[src/rtl/pin_bank_pkg.sv]
package pin_bank_pkg;
  localparam int unsigned DATA_W = 32;

  typedef enum logic [1:0] {
    ACC_NONE = 2'd0,
    ACC_PIN  = 2'd1,
    ACC_DIR  = 2'd2
  } acc_kind_t;
endpackage

[src/rtl/pin_bank_dec.sv]
module pin_bank_dec
  import pin_bank_pkg::*;
#(
  parameter int unsigned NUM_PORTS = 8,
  parameter int unsigned PORT_W    = 32,
  parameter int unsigned ADDR_W    = 14,
  parameter int unsigned DIR_BASE  = 32'h2000
) (
  input  logic                         sel,
  input  logic [ADDR_W-1:0]            addr,
  output acc_kind_t                    kind,
  output logic [$clog2(NUM_PORTS*PORT_W)-1:0] pin_idx,
  output logic [$clog2(NUM_PORTS)-1:0] port_idx
);
  localparam int unsigned NUM_PINS = NUM_PORTS * PORT_W;
  localparam int unsigned PIN_W    = $clog2(NUM_PINS);
  localparam int unsigned PRT_W    = $clog2(NUM_PORTS);
  localparam int unsigned DIR_END  = DIR_BASE + 4 * NUM_PORTS;

  logic [31:0] addr_ext;
  logic [31:0] dir_off;

  always_comb begin
    addr_ext = 32'(addr);
    dir_off  = addr_ext - DIR_BASE;
    kind     = ACC_NONE;
    pin_idx  = addr[PIN_W-1:0];
    port_idx = dir_off[PRT_W+1:2];
    if (sel) begin
      if (addr_ext < NUM_PINS) begin
        kind = ACC_PIN;
      end else if (addr_ext >= DIR_BASE && addr_ext < DIR_END &&
                   addr[1:0] == 2'b00) begin
        kind = ACC_DIR;
      end
    end
  end
endmodule

[src/rtl/pin_bank_sync.sv]
module pin_bank_sync #(
  parameter int unsigned W = 256
) (
  input  logic         clk,
  input  logic         rst_n,
  input  logic [W-1:0] d,
  output logic [W-1:0] q
);
  logic [W-1:0] stage1_q;

  always_ff @(posedge clk or negedge rst_n) begin
    if (!rst_n) begin
      stage1_q <= '0;
      q        <= '0;
    end else begin
      stage1_q <= d;
      q        <= stage1_q;
    end
  end
endmodule

[src/rtl/pin_bank_port.sv]
module pin_bank_port #(
  parameter int unsigned PORT_W = 32
) (
  input  logic                      clk,
  input  logic                      rst_n,
  input  logic                      pin_we,
  input  logic [$clog2(PORT_W)-1:0] pin_bit,
  input  logic                      pin_val,
  input  logic                      dir_we,
  input  logic [PORT_W-1:0]         dir_wdata,
  output logic [PORT_W-1:0]         out_q,
  output logic [PORT_W-1:0]         dir_q
);
  logic [PORT_W-1:0] out_d;
  logic              out_en;

  always_comb begin
    out_d          = out_q;
    out_d[pin_bit] = pin_val;
    out_en         = pin_we;
  end

  always_ff @(posedge clk or negedge rst_n) begin
    if (!rst_n) begin
      out_q <= '0;
    end else if (out_en) begin
      out_q <= out_d;
    end
  end

  always_ff @(posedge clk or negedge rst_n) begin
    if (!rst_n) begin
      dir_q <= '0;
    end else if (dir_we) begin
      dir_q <= dir_wdata;
    end
  end
endmodule

[src/rtl/pin_bank_ctrl.sv]
module pin_bank_ctrl
  import pin_bank_pkg::*;
#(
  parameter int unsigned NUM_PORTS = 8,
  parameter int unsigned PORT_W    = 32,
  parameter int unsigned ADDR_W    = 14,
  parameter int unsigned DIR_BASE  = 32'h2000
) (
  input  logic                        clk,
  input  logic                        rst_n,
  input  logic                        bus_sel,
  input  logic                        bus_wr,
  input  logic [ADDR_W-1:0]           bus_addr,
  input  logic [31:0]                 bus_wdata,
  output logic [31:0]                 bus_rdata,
  input  logic [NUM_PORTS*PORT_W-1:0] pad_in,
  output logic [NUM_PORTS*PORT_W-1:0] pad_out,
  output logic [NUM_PORTS*PORT_W-1:0] pad_oe
);
  localparam int unsigned NUM_PINS = NUM_PORTS * PORT_W;
  localparam int unsigned PIN_W    = $clog2(NUM_PINS);
  localparam int unsigned PRT_W    = $clog2(NUM_PORTS);
  localparam int unsigned BIT_W    = $clog2(PORT_W);

  logic rst_meta_q, rst_sync_n;

  always_ff @(posedge clk or negedge rst_n) begin
    if (!rst_n) begin
      rst_meta_q <= 1'b0;
      rst_sync_n <= 1'b0;
    end else begin
      rst_meta_q <= 1'b1;
      rst_sync_n <= rst_meta_q;
    end
  end

  acc_kind_t        kind;
  logic [PIN_W-1:0] pin_idx;
  logic [PRT_W-1:0] port_idx;

  pin_bank_dec #(
    .NUM_PORTS(NUM_PORTS), .PORT_W(PORT_W),
    .ADDR_W(ADDR_W), .DIR_BASE(DIR_BASE)
  ) i_dec (
    .sel(bus_sel), .addr(bus_addr), .kind(kind),
    .pin_idx(pin_idx), .port_idx(port_idx)
  );

  logic [NUM_PINS-1:0] in_sync;

  pin_bank_sync #(.W(NUM_PINS)) i_sync (
    .clk(clk), .rst_n(rst_sync_n), .d(pad_in), .q(in_sync)
  );

  logic              pin_write, dir_write, wr_level;
  logic [PRT_W-1:0]  pin_port;
  logic [BIT_W-1:0]  pin_bit;
  logic [PORT_W-1:0] dir_words [NUM_PORTS];

  always_comb begin
    pin_write = (kind == ACC_PIN) && bus_wr;
    dir_write = (kind == ACC_DIR) && bus_wr;
    wr_level  = |bus_wdata[7:0];
    pin_port  = pin_idx[PIN_W-1:BIT_W];
    pin_bit   = pin_idx[BIT_W-1:0];
  end

  for (genvar p = 0; p < NUM_PORTS; p++) begin : g_port
    logic [PORT_W-1:0] out_w, dir_w;

    pin_bank_port #(.PORT_W(PORT_W)) i_port (
      .clk(clk), .rst_n(rst_sync_n),
      .pin_we(pin_write && (pin_port == PRT_W'(p))),
      .pin_bit(pin_bit), .pin_val(wr_level),
      .dir_we(dir_write && (port_idx == PRT_W'(p))),
      .dir_wdata(bus_wdata[PORT_W-1:0]),
      .out_q(out_w), .dir_q(dir_w)
    );

    assign pad_out[p*PORT_W +: PORT_W] = out_w;
    assign pad_oe[p*PORT_W +: PORT_W]  = dir_w;
    assign dir_words[p]                = dir_w;
  end

  logic [31:0] rdata_d;
  logic        rd_pin_level;

  always_comb begin
    rd_pin_level = pad_oe[pin_idx] ? pad_out[pin_idx] : in_sync[pin_idx];
    rdata_d      = '0;
    if (!bus_wr) begin
      unique case (kind)
        ACC_PIN:  rdata_d = {31'b0, rd_pin_level};
        ACC_DIR:  rdata_d = 32'(dir_words[port_idx]);
        default:  rdata_d = '0;
      endcase
    end
  end

  always_ff @(posedge clk or negedge rst_sync_n) begin
    if (!rst_sync_n) begin
      bus_rdata <= '0;
    end else begin
      bus_rdata <= rdata_d;
    end
  end
endmodule

[config.mk]
export PLATFORM = sky130hd
export DESIGN_NAME = pin_bank_ctrl
export DESIGN_NICKNAME = d
export VERILOG_FILES = /design/src/rtl/pin_bank_pkg.sv /design/src/rtl/pin_bank_dec.sv /design/src/rtl/pin_bank_sync.sv /design/src/rtl/pin_bank_port.sv /design/src/rtl/pin_bank_ctrl.sv
export SDC_FILE = /design/constraint.sdc
export NUM_CORES = 1
export LEC_CHECK = 0
export ABC_AREA = 1
export BUFFER_PORTS_ARGS = -buffer_cell sky130_fd_sc_hd__buf_2
export CORE_AREA = 2 2 332 334
export DETAILED_ROUTE_END_ITERATION = 10
export DIE_AREA = 0 0 334 336
export PLACE_DENSITY = 0.7
export SKIP_LAST_GASP = 1
export SLEW_MARGIN = 10
export SYNTH_ARGS = -nofsm -noshare
export SYNTH_HDL_FRONTEND = slang
export SYNTH_SLANG_ARGS = --single-unit
[constraint.sdc]
create_clock -name clk -period 32 [get_ports clk]
set_clock_uncertainty 0.15 [all_clocks]
set_input_delay 4.8 -clock clk [delete_from_list [all_inputs] [get_ports clk]]
set_output_delay 4.8 -clock clk [all_outputs]
set_load 0.02 [all_outputs]
; Yosys cells after proc, flatten, opt, wreduce, memory -nomap -nowiden
; Index checks and enable logic that the tools add are counted.
[classes]
n_addsub = 1
n_lt_le_gt_ge = 7
n_eq_ne = 16
n_mux = 25
bitwise_logic = 1
reduce_logical = 25
[op_table]
columns = operator, count
row1 = bitwise mux 32 bit, 8
row2 = binary-select mux 32 bit (select 3 bit), 1
row3 = two-way mux 32 bit, 3
row4 = one-hot mux 32 bit (2 select lines), 1
row5 = binary-select mux 1 bit (select 8 bit), 3
row6 = == test 3 bit (second input constant), 8
row7 = logical AND 1 bit, 21
row8 = >= comparator 14 bit (second input constant), 1
row9 = < comparator 14 bit (second input constant), 1
row10 = < comparator 14 x 9 -> 1 bit (second input constant), 1
row11 = == test 3 x 2 -> 1 bit (second input constant), 4
row12 = < comparator 8 x 9 -> 1 bit (second input constant), 1
row13 = OR reduction 8 bit, 1
row14 = == test 3 x 1 -> 1 bit (second input constant), 2
row15 = logical NOT 3 bit, 2
row16 = < comparator 5 x 6 -> 1 bit (second input constant), 1
row17 = two-way mux 2 bit, 3
row18 = demux 1 bit (select 5 bit), 1
row19 = >= comparator 5 x 1 -> 1 bit (second input constant), 1
row20 = two-way mux 1 bit, 5
row21 = subtractor 5 x 1 -> 5 bit (second input constant), 1
row22 = >= comparator 4 bit (second input constant), 1
row23 = NOT 3 -> 4 bit, 1
row24 = == test 2 x 1 -> 1 bit (second input constant), 1
row25 = other kinds (2), 2
[totals]
reg_bits = 1058
input_bits = 306
output_inout_bits = 544
wordCells = 96

; Longest topological paths before layout
[depth]
ltp_word = 9
depth_mapped = 20
depth_no_buf = 17

; By module
; From an unflattened synthesis, not the netlist that was laid out.
[hier_totals]
cells_unflattened = 4809
area_unflattened_um2 = 44943.1
[by_module_without_submodules]
columns = module, instances, cells_each, area_per_inst_um2, seq_area_each_um2
row1 = pin_bank_port, 8, 259, 2656.3, 1601.5
row2 = pin_bank_sync, 1, 512, 12812.3, 12812.3
row3 = pin_bank_ctrl, 1, 2194, 10717.8, 850.8
row4 = pin_bank_dec, 1, 31, 162.7, 0.0

; Worst setup path before layout
; OpenSTA, ideal clock, no wires.
[synth_path]
kind = input-to-reg
start = in bus_addr[1]
end = reg g_port[2].i_port.out_q[13]
setup_time_ns = 0.137
t_arrival_ns = 6.984
required_time_ns = 31.713
slack_ns = 24.729
path_stages = 17
path_buffers = 4
cell_sequence = buf_4 > inv_2 > buf_2 > buf_4 > nand2_2 > nor4_1 > nand4_1 > ha_1 > nand2_1 > nor2_1 > inv_1 > nor2_1 > inv_1 > clkbuf_1 > nor2_1 > nor2_1 > a21oi_1
[synth_via]
elab_chain_len = 9
elab_cells_between_ends = 18
cone_classes = order compare: 5 / eq/ne: 1 / mux: 6 / reduce/logical: 6
[synth_lines]
columns = item, line
row1 = "start, declared", pin_bank_ctrl.sv:13  ; input logic [ADDR_W-1:0] bus_addr,
row2 = >= comparator 14 bit or < comparator 14 bit (tied branches), pin_bank_dec.sv:32  ; end else if (addr_ext >= DIR_BASE && addr_ext < DIR_END &&
row3 = logical AND 1 bit (2 in series), pin_bank_dec.sv:32
row4 = two-way mux 2 bit, pin_bank_dec.sv:32
row5 = two-way mux 2 bit, pin_bank_dec.sv:30  ; if (addr_ext < NUM_PINS) begin
row6 = two-way mux 2 bit, pin_bank_dec.sv:29  ; if (sel) begin
row7 = == test 2 x 1 -> 1 bit, pin_bank_ctrl.sv:61  ; pin_write = (kind == ACC_PIN) && bus_wr;
row8 = logical AND 1 bit, pin_bank_ctrl.sv:61
row9 = logical AND 1 bit, pin_bank_ctrl.sv:73  ; .pin_we(pin_write && (pin_port == PRT_W'(p))),
row10 = "end signal, assigned", pin_bank_port.sv:27  ; out_q <= out_d;
row11 = "end, declared", pin_bank_port.sv:11  ; output logic [PORT_W-1:0] out_q,
; Several ways; a longest one is shown, not always the timed one.
; A chain may end at the register's enable or synchronous reset.

; Worst setup path after layout
[layout_path]
start = in bus_addr[1]
end = reg g_port[0].i_port.out_q[31]
[layout_via]
elab_chain_len = 9
elab_cells_between_ends = 18
cone_classes = order compare: 5 / eq/ne: 1 / mux: 6 / reduce/logical: 6
[layout_lines]
columns = item, line
row1 = >= comparator 14 bit or < comparator 14 bit (tied branches), pin_bank_dec.sv:32
row2 = logical AND 1 bit (2 in series), pin_bank_dec.sv:32
row3 = two-way mux 2 bit, pin_bank_dec.sv:32
row4 = two-way mux 2 bit, pin_bank_dec.sv:30
row5 = two-way mux 2 bit, pin_bank_dec.sv:29
row6 = == test 2 x 1 -> 1 bit, pin_bank_ctrl.sv:61
row7 = logical AND 1 bit, pin_bank_ctrl.sv:61
row8 = logical AND 1 bit, pin_bank_ctrl.sv:73
row9 = "end signal, assigned", pin_bank_port.sv:27
row10 = "end, declared", pin_bank_port.sv:11
; Several ways; a longest one is shown, not always the timed one.

==> results.sh <==
export IMPL_initial_utilization_pct=39.3
export IMPL_netlist_area_um2=42600
export IMPL_post_cts_buffers=0
export IMPL_wl_per_cell_um=25.0
export IMPL_dieArea_um2=112000
export IMPL_leakage_uw=0.0271
export IMPL_cts_sinks=1058
export IMPL_drc_errors=0
export IMPL_post_dp_cell_area_um2=48000
export IMPL_num_rows=121
export IMPL_drt_total_wl_um=177000
export IMPL_overflow=0
export IMPL_portBuffers=849
export IMPL_fill_cells=10200
export IMPL_cpMaxStageDelayCell="buf_4"
export IMPL_ys_seq_elements=1058
export IMPL_hpwl_um=123000
export IMPL_pin_count=850
export IMPL_cp_top_family="buffers and inverters"
export IMPL_layout_common_cells="nand2_1 (1888), dfrtp_1 (1057), buf_2 (847)"
export IMPL_tritoncts="yes"
export IMPL_hold_buffers=0
export IMPL_yosysSeqAreaShare_pct=62.2
export IMPL_finalSetupViolCount=0
export IMPL_async_reset_ff_share_pct=100
export IMPL_ys_types=33
export IMPL_synth_top_area_share_pct=62.2
export IMPL_nets=5847
export IMPL_final_common_cell="nand2_1"
export IMPL_fin_crit_sh_pct=26.0
export IMPL_crit_chain="buf_6 -> inv_6 -> buf_4 -> nand2_2 -> nor4_1 -> nand4_1 -> ha_1 -> nand2_1 -> nor2_1 -> inv_1 -> nor2_2 -> buf_4 -> inv_1 -> nor2_1 -> nor2_1 -> a21oi_1"
export IMPL_yosysWarnings=0
export IMPL_path_buf_inv=6
export IMPL_critPathCaptureType="register"
export IMPL_grt_antenna_before_repair=27
export IMPL_setup_tns_ps=0
export IMPL_relSlewSlack_pct=10.7
export IMPL_gp_congestion=0.938
export IMPL_max_freq_mhz=120
export IMPL_root_buffer="clkbuf_16"
export IMPL_critPathRequiredTime_ps=32410
export IMPL_area_growth_pct=21.9
export IMPL_ant_nets=0
export IMPL_ys_top_cells_by_area="dfrtp_1 (62%), nand2_1 (17%), a21oi_1 (3.4%)"
export IMPL_critical_path_class="primary input to register"
export IMPL_finalHoldViolCount=0
export IMPL_hold_slack_ps=188
export IMPL_avgSynthCellArea_um2=8.85
export IMPL_drt_first_pass_iters=8
export IMPL_cts_buffer_depth=3
export IMPL_holdCritPathClass="register to register"
export IMPL_ys_flop_type="dfrtp_1"
export IMPL_final_cells=7069
export IMPL_timing_critical_path_mode_cell="nor2_1"
export IMPL_status="finished, final reports clean"
export IMPL_power_density_nw_per_um2=56.1
export IMPL_die_w_um=334
export IMPL_grt_pass1_vias=36400
export IMPL_worst_ep_arrival_time_ps=8720
export IMPL_worst_pin_slew_ps=1330
export IMPL_grt_start_max_net_pins=198
export IMPL_path_max_fanout=60
export IMPL_synthCells=4815
export IMPL_grt_pass1_wl_um=253000
export IMPL_cts_resized_gates=0
export IMPL_crit_path_max_incr_delay_ps=710
export IMPL_drtIter0Drc=4228
export IMPL_dp_cells=6842
export IMPL_die_height_um=336
export IMPL_synth_top_cell_by_area="dfrtp_1"
export IMPL_syn_nets=5123
export IMPL_htree_levels=3
export IMPL_maxCapViolations=0
export IMPL_clock_latency_ps=720
export IMPL_startpoint_type="primary input"
export IMPL_layout_drive_gt1_share_pct=20.6
export IMPL_viasPerCell=5.46
export IMPL_stdcell_area_um2=51900
export IMPL_grt_use_total_pct=30.7
export IMPL_coreArea_um2=108000
export IMPL_routed_via_count=38600
export IMPL_slew_viol_final=0
export IMPL_synth_edf_count=0
export IMPL_min_period_ps=8310
export IMPL_clk_pin_slew_ps=70
export IMPL_cts_buffers_inserted=109
export IMPL_peakVddDrop_mv=0.0446
export IMPL_grt_setup_unrepaired="no"
[cells by family after synthesis]
logic type | count (synthesis) | share of synthesized area (%)
other | 1 | 0.00880
adder cells (fa/ha/maj) | 2 | 0.0587
flip-flops | 1058 | 62.2
AND/OR/NAND/NOR | 2429 | 22.0
AO/OA/AOI/OAI | 898 | 11.6
buffers and inverters | 427 | 4.19
[power breakdown]
| group | leakage (uW) | switching [uW] | internal [uW] |
|---|---|---|---|
| Sequential | 0.0135 | 11.2 | 1370 |
| Clock | 0.00192 | 569 | 793 |
| Combinational | 0.0116 | 127 | 39.9 |
[per-stage QoR]
step | utilization, % | total power (uW) | setup WS [ps]
2_1_floorplan | - | 1500 | 175
3_3_place_gp | 44.3 | 1570 | 23120
3_5_place_dp | 44.3 | 1570 | 22970
4_1_cts | 47.8 | 2930 | 23730
5_1_grt | 47.9 | 3000 | 23430
6_report | 47.9 | 2910 | 23690
[flip-flops by register name, summed over array words and instances (netlist names)]
signal / cells
g_port.i_port.out_q: 256
i_sync.q: 256
g_port.i_port.dir_q: 256
i_sync.stage1_q: 256
bus_rdata: 32
rst_meta_q: 1
rst_sync_n: 1
[routing by layer]
metal | up-vias | global-route usage [%] | part of all wire, %
li1 | 17100 | - | -
met4 | 6 | 15.9 | 5.4
met3 | 461 | 7.52 | 9.9
met2 | 2279 | 49.6 | 47
met1 | 18700 | 38.4 | 37
met5 | - | 0 | 0.020
[path summary, 6_finish.rpt]
check | from | to | slack (ps) | cells past startpoint
worst min-delay path | i_sync.stage1_q[178]$_DFF_PN0_ | i_sync.q[178]$_DFF_PN0_ | 190 | 0
worst min register to register | i_sync.stage1_q[178]$_DFF_PN0_ | i_sync.q[178]$_DFF_PN0_ | 190 | 0
worst max register to register | rst_sync_n$_DFF_PN0_ | g_port[6].i_port.dir_q[3]$_DFFE_PN0P_ | 27630 | 4
min in group asynchronous | rst_sync_n$_DFF_PN0_ | i_sync.stage1_q[162]$_DFF_PN0_ | 240 | 0
worst max-delay path | bus_addr[1] | g_port[0].i_port.out_q[31]$_DFFE_PN0P_ | 23690 | 16
max in group asynchronous | rst_sync_n$_DFF_PN0_ | g_port[6].i_port.dir_q[3]$_DFFE_PN0P_ | 27630 | 4
[layout make-up]
class	instances	area, um^2	share of cell area [%]
flip-flops and latches	1058	26500	51.0
multi-input cells	3330	14400	27.8
repair buffers	920	4840	9.31
clock buffers	142	3090	5.95
well taps	1414	1770	3.41
clock inverters	63	803	1.55
inverters	120	467	0.899
diodes	22	55.1	0.106
[cells in the mapped netlist (all sizes together), types with 2 or more instances]
library cell and n:
dfrtp 1058, nand2 1902, nor4 3, o21ai 296, nor3 35, inv 120
nor2 394, a21oi 292, and2 2, ha 2, buf 135, clkbuf 172
a22oi 11, o21a 30, o22ai 117, nand3 65, a31oi 149, nand4 26
Note: power is estimated with default switching activity, not from simulation.
